===== config.mk =====
export PLATFORM = sky130hd
export DESIGN_NAME = banked_regfile
export DESIGN_NICKNAME = d
export VERILOG_FILES = /design/src/rtl/bregs_pkg.sv /design/src/rtl/bregs_map.sv /design/src/rtl/bregs_gpr.sv /design/src/rtl/bregs_psr.sv /design/src/rtl/banked_regfile.sv
export SDC_FILE = /design/constraint.sdc
export NUM_CORES = 2
export LEC_CHECK = 0
export BUFFER_PORTS_ARGS = -buffer_cell sky130_fd_sc_hd__buf_2
export CAP_MARGIN = 20
export CORE_MARGIN = 3
export CORE_UTILIZATION = 33
export DETAILED_ROUTE_END_ITERATION = 10
export GPL_TIMING_DRIVEN = 1
export PLACE_DENSITY = 0.59
export REMOVE_ABC_BUFFERS = 1
export SYNTH_ARGS = -nofsm -noshare
export SYNTH_HDL_FRONTEND = slang
export SYNTH_HIERARCHICAL = 1
export SYNTH_SLANG_ARGS = --single-unit

===== constraint.sdc =====
create_clock -name clk -period 11.55 [get_ports clk]
set_clock_uncertainty 0.15 [all_clocks]
set_input_delay 1.7325 -clock clk [delete_from_list [all_inputs] [get_ports clk]]
set_output_delay 1.7325 -clock clk [all_outputs]
set_load 0.02 [all_outputs]

===== src/rtl/bregs_pkg.sv =====
package bregs_pkg;
  localparam int LW       = 4;   // logical index width
  localparam int NLOG     = 16;  // visible registers
  localparam int NBANK    = 6;   // usr/sys share bank 0
  localparam int NSAVED   = NBANK - 1;
  localparam int NPHYS    = NLOG + 7 + 2 * (NSAVED - 1);
  localparam int PW       = $clog2(NPHYS);
  localparam int FIQ_LO   = NLOG;          // fiq R8 sits here
  localparam int PC_IDX   = NLOG - 1;
  localparam int LR_IDX   = NLOG - 2;
  localparam int SP_IDX   = NLOG - 3;
  localparam int FIQ_FROM = 8;

  typedef enum logic [4:0] {
    MD_USR = 5'b10000,
    MD_FIQ = 5'b10001,
    MD_IRQ = 5'b10010,
    MD_SVC = 5'b10011,
    MD_ABT = 5'b10111,
    MD_UND = 5'b11011,
    MD_SYS = 5'b11111
  } mode_e;

  typedef enum logic [2:0] {
    BK_USR = 3'd0,
    BK_FIQ = 3'd1,
    BK_IRQ = 3'd2,
    BK_SVC = 3'd3,
    BK_ABT = 3'd4,
    BK_UND = 3'd5
  } bank_e;

  // any unlisted code falls back to the shared usr/sys set
  function automatic bank_e bank_of(input logic [4:0] code);
    case (code)
      MD_FIQ:  return BK_FIQ;
      MD_IRQ:  return BK_IRQ;
      MD_SVC:  return BK_SVC;
      MD_ABT:  return BK_ABT;
      MD_UND:  return BK_UND;
      default: return BK_USR;
    endcase
  endfunction

  function automatic logic is_exc_mode(input logic [4:0] code);
    return bank_of(code) != BK_USR;
  endfunction

  // Physical slot holding R13 of a bank; R14 follows it.
  function automatic logic [PW-1:0] sp_slot(input bank_e b);
    case (b)
      BK_FIQ:  return PW'(FIQ_LO + (SP_IDX - FIQ_FROM));
      BK_IRQ:  return PW'(FIQ_LO + 7);
      BK_SVC:  return PW'(FIQ_LO + 9);
      BK_ABT:  return PW'(FIQ_LO + 11);
      BK_UND:  return PW'(FIQ_LO + 13);
      default: return PW'(SP_IDX);
    endcase
  endfunction

  // fixed entry addresses per target mode
  function automatic logic [31:0] vector_of(input bank_e b);
    case (b)
      BK_UND:  return 32'h0000_0004;
      BK_SVC:  return 32'h0000_0008;
      BK_ABT:  return 32'h0000_0010;
      BK_IRQ:  return 32'h0000_0018;
      BK_FIQ:  return 32'h0000_001C;
      default: return 32'h0000_0000;
    endcase
  endfunction
endpackage


===== src/rtl/bregs_map.sv =====
// Logical index plus mode code to physical slot.
module bregs_map
  import bregs_pkg::*;
(
  input  logic [4:0]    mode,
  input  logic [LW-1:0] idx,
  output logic [PW-1:0] phys
);
  bank_e bank;

  always_comb begin
    bank = bank_of(mode);
    phys = PW'(idx);
    if (idx == LW'(SP_IDX) || idx == LW'(LR_IDX)) begin
      phys = sp_slot(bank) + PW'(idx - LW'(SP_IDX));
    end else if (bank == BK_FIQ && idx >= LW'(FIQ_FROM) && idx < LW'(SP_IDX)) begin
      phys = PW'(FIQ_LO) + PW'(idx - LW'(FIQ_FROM));
    end
  end
endmodule


===== src/rtl/bregs_gpr.sv =====
// Physical storage: NRD combinational reads, two write ports, port 1 wins.
module bregs_gpr #(
  parameter int DW    = 32,
  parameter int NPHYS = 31,
  parameter int NRD   = 3,
  localparam int PW   = $clog2(NPHYS)
) (
  input  logic          clk,
  input  logic          rst_n,
  input  logic [PW-1:0] rd_phys [NRD],
  output logic [DW-1:0] rd_data [NRD],
  input  logic          w0_en,
  input  logic [PW-1:0] w0_phys,
  input  logic [DW-1:0] w0_data,
  input  logic          w1_en,
  input  logic [PW-1:0] w1_phys,
  input  logic [DW-1:0] w1_data
);
  logic [DW-1:0] mem [NPHYS];

  for (genvar i = 0; i < NPHYS; i++) begin : g_slot
    always_ff @(posedge clk or negedge rst_n) begin
      if (!rst_n) begin
        mem[i] <= '0;
      end else if (w1_en && w1_phys == PW'(i)) begin
        mem[i] <= w1_data;
      end else if (w0_en && w0_phys == PW'(i)) begin
        mem[i] <= w0_data;
      end
    end
  end

  // reads see the stored word, so a same-cycle write is not yet visible
  for (genvar r = 0; r < NRD; r++) begin : g_rd
    assign rd_data[r] = mem[rd_phys[r]];
  end
endmodule


===== src/rtl/bregs_psr.sv =====
// Current status word and the per-mode saved status words.
module bregs_psr
  import bregs_pkg::*;
#(
  parameter int          DW         = 32,
  parameter logic [DW-1:0] RESET_CPSR = DW'(32'h13)
) (
  input  logic          clk,
  input  logic          rst_n,
  input  logic          cpsr_we,
  input  logic          spsr_we,
  input  logic [DW-1:0] wdata,
  input  logic          exc_take,
  input  logic [4:0]    exc_mode,
  output logic [DW-1:0] cpsr,
  output logic [DW-1:0] spsr_cur
);
  logic [DW-1:0] saved [NBANK];
  logic [DW-1:0] cpsr_entry;
  bank_e         cur_bank;
  bank_e         tgt_bank;

  assign cur_bank = bank_of(cpsr[4:0]);
  assign tgt_bank = bank_of(exc_mode);

  always_comb begin
    cpsr_entry      = cpsr;
    cpsr_entry[5]   = 1'b0;
    cpsr_entry[4:0] = exc_mode;
  end

  always_ff @(posedge clk or negedge rst_n) begin
    if (!rst_n) begin
      cpsr <= RESET_CPSR;
    end else if (exc_take) begin
      cpsr <= cpsr_entry;
    end else if (cpsr_we) begin
      cpsr <= wdata;
    end
  end

  assign saved[0] = '0;

  for (genvar b = 1; b < NBANK; b++) begin : g_saved
    always_ff @(posedge clk or negedge rst_n) begin
      if (!rst_n) begin
        saved[b] <= '0;
      end else if (exc_take && tgt_bank == bank_e'(b)) begin
        saved[b] <= cpsr;
      end else if (spsr_we && cur_bank == bank_e'(b)) begin
        saved[b] <= wdata;
      end
    end
  end

  assign spsr_cur = saved[cur_bank];
endmodule


===== src/rtl/banked_regfile.sv =====
module banked_regfile
  import bregs_pkg::*;
#(
  parameter int          DW         = 32,
  parameter logic [31:0] RESET_CPSR = 32'h0000_0013
) (
  input  logic          clk,
  input  logic          rst_n,
  input  logic [3:0]    rd_a_idx,
  output logic [DW-1:0] rd_a_data,
  input  logic [3:0]    rd_b_idx,
  output logic [DW-1:0] rd_b_data,
  input  logic          wr_en,
  input  logic [3:0]    wr_idx,
  input  logic [DW-1:0] wr_data,
  input  logic          link_en,
  input  logic [DW-1:0] psr_wdata,
  input  logic          cpsr_wr_en,
  input  logic          spsr_wr_en,
  input  logic          exc_en,
  input  logic [4:0]    exc_mode,
  input  logic [DW-1:0] exc_ret_addr,
  output logic [DW-1:0] cpsr_out,
  output logic [DW-1:0] spsr_out
);
  localparam int NMAP = 5;   // rd A, rd B, write, link R14, exception R14
  localparam int NRD  = 3;   // rd A, rd B, PC

  logic [4:0]    map_mode [NMAP];
  logic [LW-1:0] map_idx  [NMAP];
  logic [PW-1:0] map_phys [NMAP];
  logic [PW-1:0] rd_phys  [NRD];
  logic [DW-1:0] rd_raw   [NRD];

  logic [DW-1:0] cpsr;
  logic          thumb;
  logic          exc_take;
  logic [DW-1:0] pc_view;

  logic          w0_en, w1_en;
  logic [PW-1:0] w0_phys, w1_phys;
  logic [DW-1:0] w0_data, w1_data;

  // alignment mask applied on the way out of R15
  function automatic logic [DW-1:0] pc_mask(input logic [DW-1:0] v, input logic t);
    logic [DW-1:0] m;
    m    = v;
    m[0] = 1'b0;
    if (!t) m[1] = 1'b0;
    return m;
  endfunction

  assign thumb    = cpsr[5];
  assign exc_take = exc_en && is_exc_mode(exc_mode);

  assign map_mode[0] = cpsr[4:0];  assign map_idx[0] = rd_a_idx;
  assign map_mode[1] = cpsr[4:0];  assign map_idx[1] = rd_b_idx;
  assign map_mode[2] = cpsr[4:0];  assign map_idx[2] = wr_idx;
  assign map_mode[3] = cpsr[4:0];  assign map_idx[3] = LW'(LR_IDX);
  assign map_mode[4] = exc_mode;   assign map_idx[4] = LW'(LR_IDX);

  for (genvar k = 0; k < NMAP; k++) begin : g_map
    bregs_map u_map (
      .mode (map_mode[k]),
      .idx  (map_idx[k]),
      .phys (map_phys[k])
    );
  end

  assign rd_phys[0] = map_phys[0];
  assign rd_phys[1] = map_phys[1];
  assign rd_phys[2] = PW'(PC_IDX);

  bregs_gpr #(.DW(DW), .NPHYS(NPHYS), .NRD(NRD)) u_gpr (
    .clk     (clk),
    .rst_n   (rst_n),
    .rd_phys (rd_phys),
    .rd_data (rd_raw),
    .w0_en   (w0_en),
    .w0_phys (w0_phys),
    .w0_data (w0_data),
    .w1_en   (w1_en),
    .w1_phys (w1_phys),
    .w1_data (w1_data)
  );

  assign pc_view = pc_mask(rd_raw[2], thumb);

  // exception entry takes both write ports; otherwise the write
  // port uses port 0 and the link request port 1, so link wins on R14
  always_comb begin
    if (exc_take) begin
      w0_en   = 1'b1;
      w0_phys = PW'(PC_IDX);
      w0_data = DW'(vector_of(bank_of(exc_mode)));
      w1_en   = 1'b1;
      w1_phys = map_phys[4];
      w1_data = exc_ret_addr;
    end else begin
      w0_en   = wr_en;
      w0_phys = map_phys[2];
      w0_data = wr_data;
      w1_en   = link_en;
      w1_phys = map_phys[3];
      w1_data = pc_view;
    end
  end

  assign rd_a_data = (rd_a_idx == LW'(PC_IDX)) ? pc_mask(rd_raw[0], thumb) : rd_raw[0];
  assign rd_b_data = (rd_b_idx == LW'(PC_IDX)) ? pc_mask(rd_raw[1], thumb) : rd_raw[1];

  bregs_psr #(.DW(DW), .RESET_CPSR(DW'(RESET_CPSR))) u_psr (
    .clk      (clk),
    .rst_n    (rst_n),
    .cpsr_we  (cpsr_wr_en && !exc_take),
    .spsr_we  (spsr_wr_en && !exc_take),
    .wdata    (psr_wdata),
    .exc_take (exc_take),
    .exc_mode (exc_mode),
    .cpsr     (cpsr),
    .spsr_cur (spsr_out)
  );

  assign cpsr_out = cpsr;
endmodule


# Yosys cells after proc, flatten, opt, wreduce, memory -nomap -nowiden
# Cells that the tools add are included.
# Widths: inputs -> output; s select.
dict set report op_classes {
  eq_ne 93
  add_sub_neg 14
  n_mux 109
  magnitude_cmp 9
  reduce_logical 126
  bitwise 4
}
# cell count
set op_table {}
lappend op_table {{$mux 32} 80}
lappend op_table {{$bmux 32 s5} 2}
lappend op_table {{$eq 5x5->1 const B} 40}
lappend op_table {{$bmux 32 s3} 1}
lappend op_table {{$logic_and 1x1->1} 81}
lappend op_table {{$eq 5x4->1 const B} 16}
lappend op_table {{$pmux 5 s5} 3}
lappend op_table {{$reduce_bool 2->1} 37}
lappend op_table {{$mux 5} 11}
lappend op_table {{$eq 5x3->1 const B} 8}
lappend op_table {{$eq 4x4->1 const B} 8}
lappend op_table {{$pmux 3 s5} 2}
lappend op_table {{$sub 4x4->5 const B} 6}
lappend op_table {{$eq 5x2->1 const B} 4}
lappend op_table {{$eq 3x2->1 const B} 6}
lappend op_table {{$eq 3x3->1 const B} 6}
lappend op_table {{$ge 4x4->1 const B} 4}
lappend op_table {{$add 5x5->5} 3}
lappend op_table {{$add 5x5->5 const A} 3}
lappend op_table {{$ge 6x6->1 const B} 2}
lappend op_table {{$lt 4x4->1 const B} 3}
lappend op_table {{$mux 6} 2}
lappend op_table {{$not 5->6} 2}
lappend op_table {{$add 5x1->5 const B} 2}
lappend op_table {{12 further kinds} 23}
dict set report word_totals {
  elab_cells 393
  regBits 1184
  out_inout_bits 128
}

# Logic depth before layout (Yosys ltp)
dict set report depth {
  ltp_word 13
  mapped_depth 17
  mapped_depth_nobuf 14
}

# By module
# The synthesis kept the hierarchy.
# module instances cells_per_inst area_per_inst_um2
set by_module_without_submodules {}
lappend by_module_without_submodules {bregs_gpr 1 6673 69703.1}
lappend by_module_without_submodules {bregs_psr 1 1379 11991.5}
lappend by_module_without_submodules {bregs_map 5 35 280.3}
lappend by_module_without_submodules {banked_regfile 1 113 903.4}

# Worst setup path before layout
# Ideal clock, no wire load.
dict set report synth_timing {
  path_type {input to output}
  startpoint {in rd_b_idx[2]}
  endpoint {out rd_b_data[10]}
  required_ns 9.668
  cell_stages 14
  setup_slack_ns 4.889
  arrival_time_ns 4.779
  n_path_buf 3
  path_cell_list {inv_1 > ha_1 > inv_1 > ha_1 > fa_1 > xnor2_1 > xnor2_1 > a21oi_1 > buf_2 > buf_4 > buf_2 > mux2i_1 > a211o_1 > a211oi_1}
}
# item line
set synth_lines {}
lappend synth_lines {{start, declared} banked_regfile.sv:11} ;# input logic [3:0] rd_b_idx,
lappend synth_lines {{end, declared} banked_regfile.sv:12} ;# output logic [DW-1:0] rd_b_data,

==> impl_summary.log <==
INFO  metric slew-limit-headroom = -424%
INFO  metric timing.critical_path.fanout_max = 83
INFO  metric avgRoutedWirePerCell = 34.1 um
INFO  metric synth.avg_cell_area = 10.1 um2
INFO  metric final_util = 36.7%
INFO  metric final_common_cell = sky130_fd_sc_hd__mux2i_1
INFO  metric worst-slew-pin-transition = 7.84 ns
INFO  metric sequential_cell_area = 29600 um2
INFO  metric layout_worst_path_cycle_share = 80.0%
INFO  metric holdWs = 0.374 ns
INFO  metric die_width = 510 um
INFO  metric grt_first_pass_wirelength = 548000 um
INFO  metric route.final.wire_length = 389000 um
INFO  metric clock_sink_count = 1184
INFO  metric fp.coreArea = 252000 um2
INFO  metric worst_supply_voltage_drop_on_vdd = 0.000163 V
INFO  metric via_per_inst = 6.70
INFO  metric max_freq = 108 MHz
INFO  metric initial_core_util = 33.3%
INFO  metric netlist_area = 83800 um2
INFO  metric postCtsResizedCells = 0
INFO  metric die_area = 260000 um2
INFO  metric clk_pin_slew = 0.06 ns
INFO  metric h-tree-depth = 4
INFO  metric end_kind = output port
INFO  metric clock_latency_on_the_worst_skew_pair = 0.82 ns
INFO  metric power = 19.1 mW
INFO  metric finalInstanceArea = 92500 um2
INFO  metric grt_start_max_net_pins = 280
INFO  metric multi_input_comb_area = 50100 um2
INFO  metric area_growth = 10.5%
INFO  metric failed_checks = max-slew violations
INFO  metric layout-drive-gt1-share = 19.2%
INFO  metric drt_first_pass_iters = 8
INFO  metric setup_viol = 0
INFO  metric arrival = 7.36 ns
INFO  metric critPathSlowestCell = sky130_fd_sc_hd__dfstp_4
INFO  metric detailedRoute.firstIterationViolations = 12900
INFO  metric first_global_vias = 73000
INFO  metric design.portCount = 248
INFO  metric finalCriticalPeriod = 9.24 ns
INFO  metric dpl_cell_area = 86800 um2
INFO  metric final_hpwl_from_detailed_placement = 204000 um
INFO  metric ant_nets = 0
INFO  metric cts_setup_buffers = 0
INFO  metric critical_path.cell_chain = nand4b_1 -> inv_1 -> ha_1 -> inv_1 -> ha_1 -> fa_1 -> mux2_4 -> buf_4 -> nand2_2 -> buf_4 -> a221oi_1 -> a211o_1 -> a211oi_1 -> buf_2
INFO  metric initial_antenna_violation_count = 56
INFO  metric place.port_buffers = 247
INFO  metric power.density = 206 nW/um2
INFO  metric power.static_leakage = 37.9 nW
INFO  metric timing.reg2reg.setup_slack = 5.05 ns
INFO  metric layout_common_cells = 1273 x sky130_fd_sc_hd__mux2i_1, 1179 x sky130_fd_sc_hd__dfrtp_1, 645 x sky130_fd_sc_hd__o21ai_0
INFO  metric outcome = finished with violations
INFO  metric critPathRequiredTime = 9.67 ns
INFO  metric ctsRootBufferMaster = sky130_fd_sc_hd__clkbuf_16
INFO  metric count_of_nets_after_finishing = 8071
INFO  metric globalRoute.totalOverflow = 0
INFO  metric cts-buffers-inserted = 143
INFO  metric bufs_on_longest_clock_path = 3
INFO  metric number_of_max_slew_violations_in_the_final_report = 976
INFO  metric final_cell_count_no_fill = 11400
INFO  metric die_h = 510 um
INFO  metric postLayoutSetupSlackWorst = 2.31 ns
INFO  metric rows = 184
INFO  metric grt_setup_unrepaired = false
INFO  metric cts_tree = yes
INFO  metric holdBufCountCts = 0
INFO  metric synthesis_warnings = 6
INFO  metric worstHoldPathType = reg2reg
INFO  metric finalWeightedCongestion = 0.909
INFO  metric drc = 0
INFO  metric post-place-ws = 3.00 ns
INFO  metric timing.setup.critical_path_class = reg2out
INFO  metric critPathLaunchType = register
INFO  metric drv_cap = 0
INFO  metric placedCellCount = 11100
INFO  metric totalNegativeSetupSlack = 0 ns
INFO  metric fillers = 24700
INFO  metric hold_violations = 0
INFO  metric postSynthCellCount = 8322
INFO  metric critPathMaxStageDelay = 1.21 ns
INFO  metric detailroute.via_count = 76600
INFO  metric gr-usage-all-layers = 28.9%
[final cells by class]
| cell class | count | share of cell area (%) |
|---|---|---|
| clock buffer | 204 | 4.45 |
| clock inverter | 53 | 0.959 |
| antenna | 38 | 0.103 |
| multi-input combinational | 6105 | 54.2 |
| timing repair buffer | 421 | 3.47 |
| inverter | 66 | 0.270 |
| sequential | 1184 | 32.0 |
| tap | 3348 | 4.53 |
[worst paths after layout]
path / start / to / cells after the start
setup / recovery: u_psr/cpsr[0]$_DFFE_PN1P_ / rd_b_data[5] / 14
hold reg to reg: u_psr/saved[34]$_DFFE_PN0P_ / u_psr/saved[34]$_DFFE_PN0P_ / 1
hold / removal: u_psr/saved[34]$_DFFE_PN0P_ / u_psr/saved[34]$_DFFE_PN0P_ / 1
max in group asynchronous: rst_n / u_gpr/mem[905]$_DFFE_PN0P_ / 3
min in group asynchronous: rst_n / u_psr/saved[123]$_DFFE_PN0P_ / 1
setup reg to reg: u_psr/cpsr[1]$_DFFE_PN1P_ / u_gpr/mem[878]$_DFFE_PN0P_ / 14
[metal layers]
metal / vias to the layer above / share of wire [%] / global-route usage, %
met3: 1531 / 16 / 12.3
met1: 37800 / 36 / 36.6
li1: 30400 / - / -
met4: 28 / 6.8 / 16.9
met2: 6756 / 41 / 40.8
met5: - / 0.061 / 0.292
[power by group]
| group | leakage (nW) | internal [mW] | switching (mW) | total [mW] |
|---|---|---|---|---|
| logic | 20.4 | 3.20 | 3.49 | 6.69 |
| registers | 15.1 | 5.80 | 1.70 | 7.50 |
| clock network | 2.43 | 2.79 | 2.11 | 4.90 |
[worst max-delay path, delay by kind of cell, from the launching register on]
family                     cells  cell delay [ns]
buffers and inverters          5             1.54
AOI/OAI and AO/OA              3             1.32
DFF                            1             1.21
and+or+nand+nor                2             1.06
adders and majority gates      3             0.81
muxes                          1             0.48
[registers in the layout, summed over array words and instances (netlist names)]
| register | cells |
|---|---|
| u_psr/cpsr | 32 |
| u_psr/saved | 160 |
| u_gpr/mem | 992 |
Power figures use the tool's default switching activity.
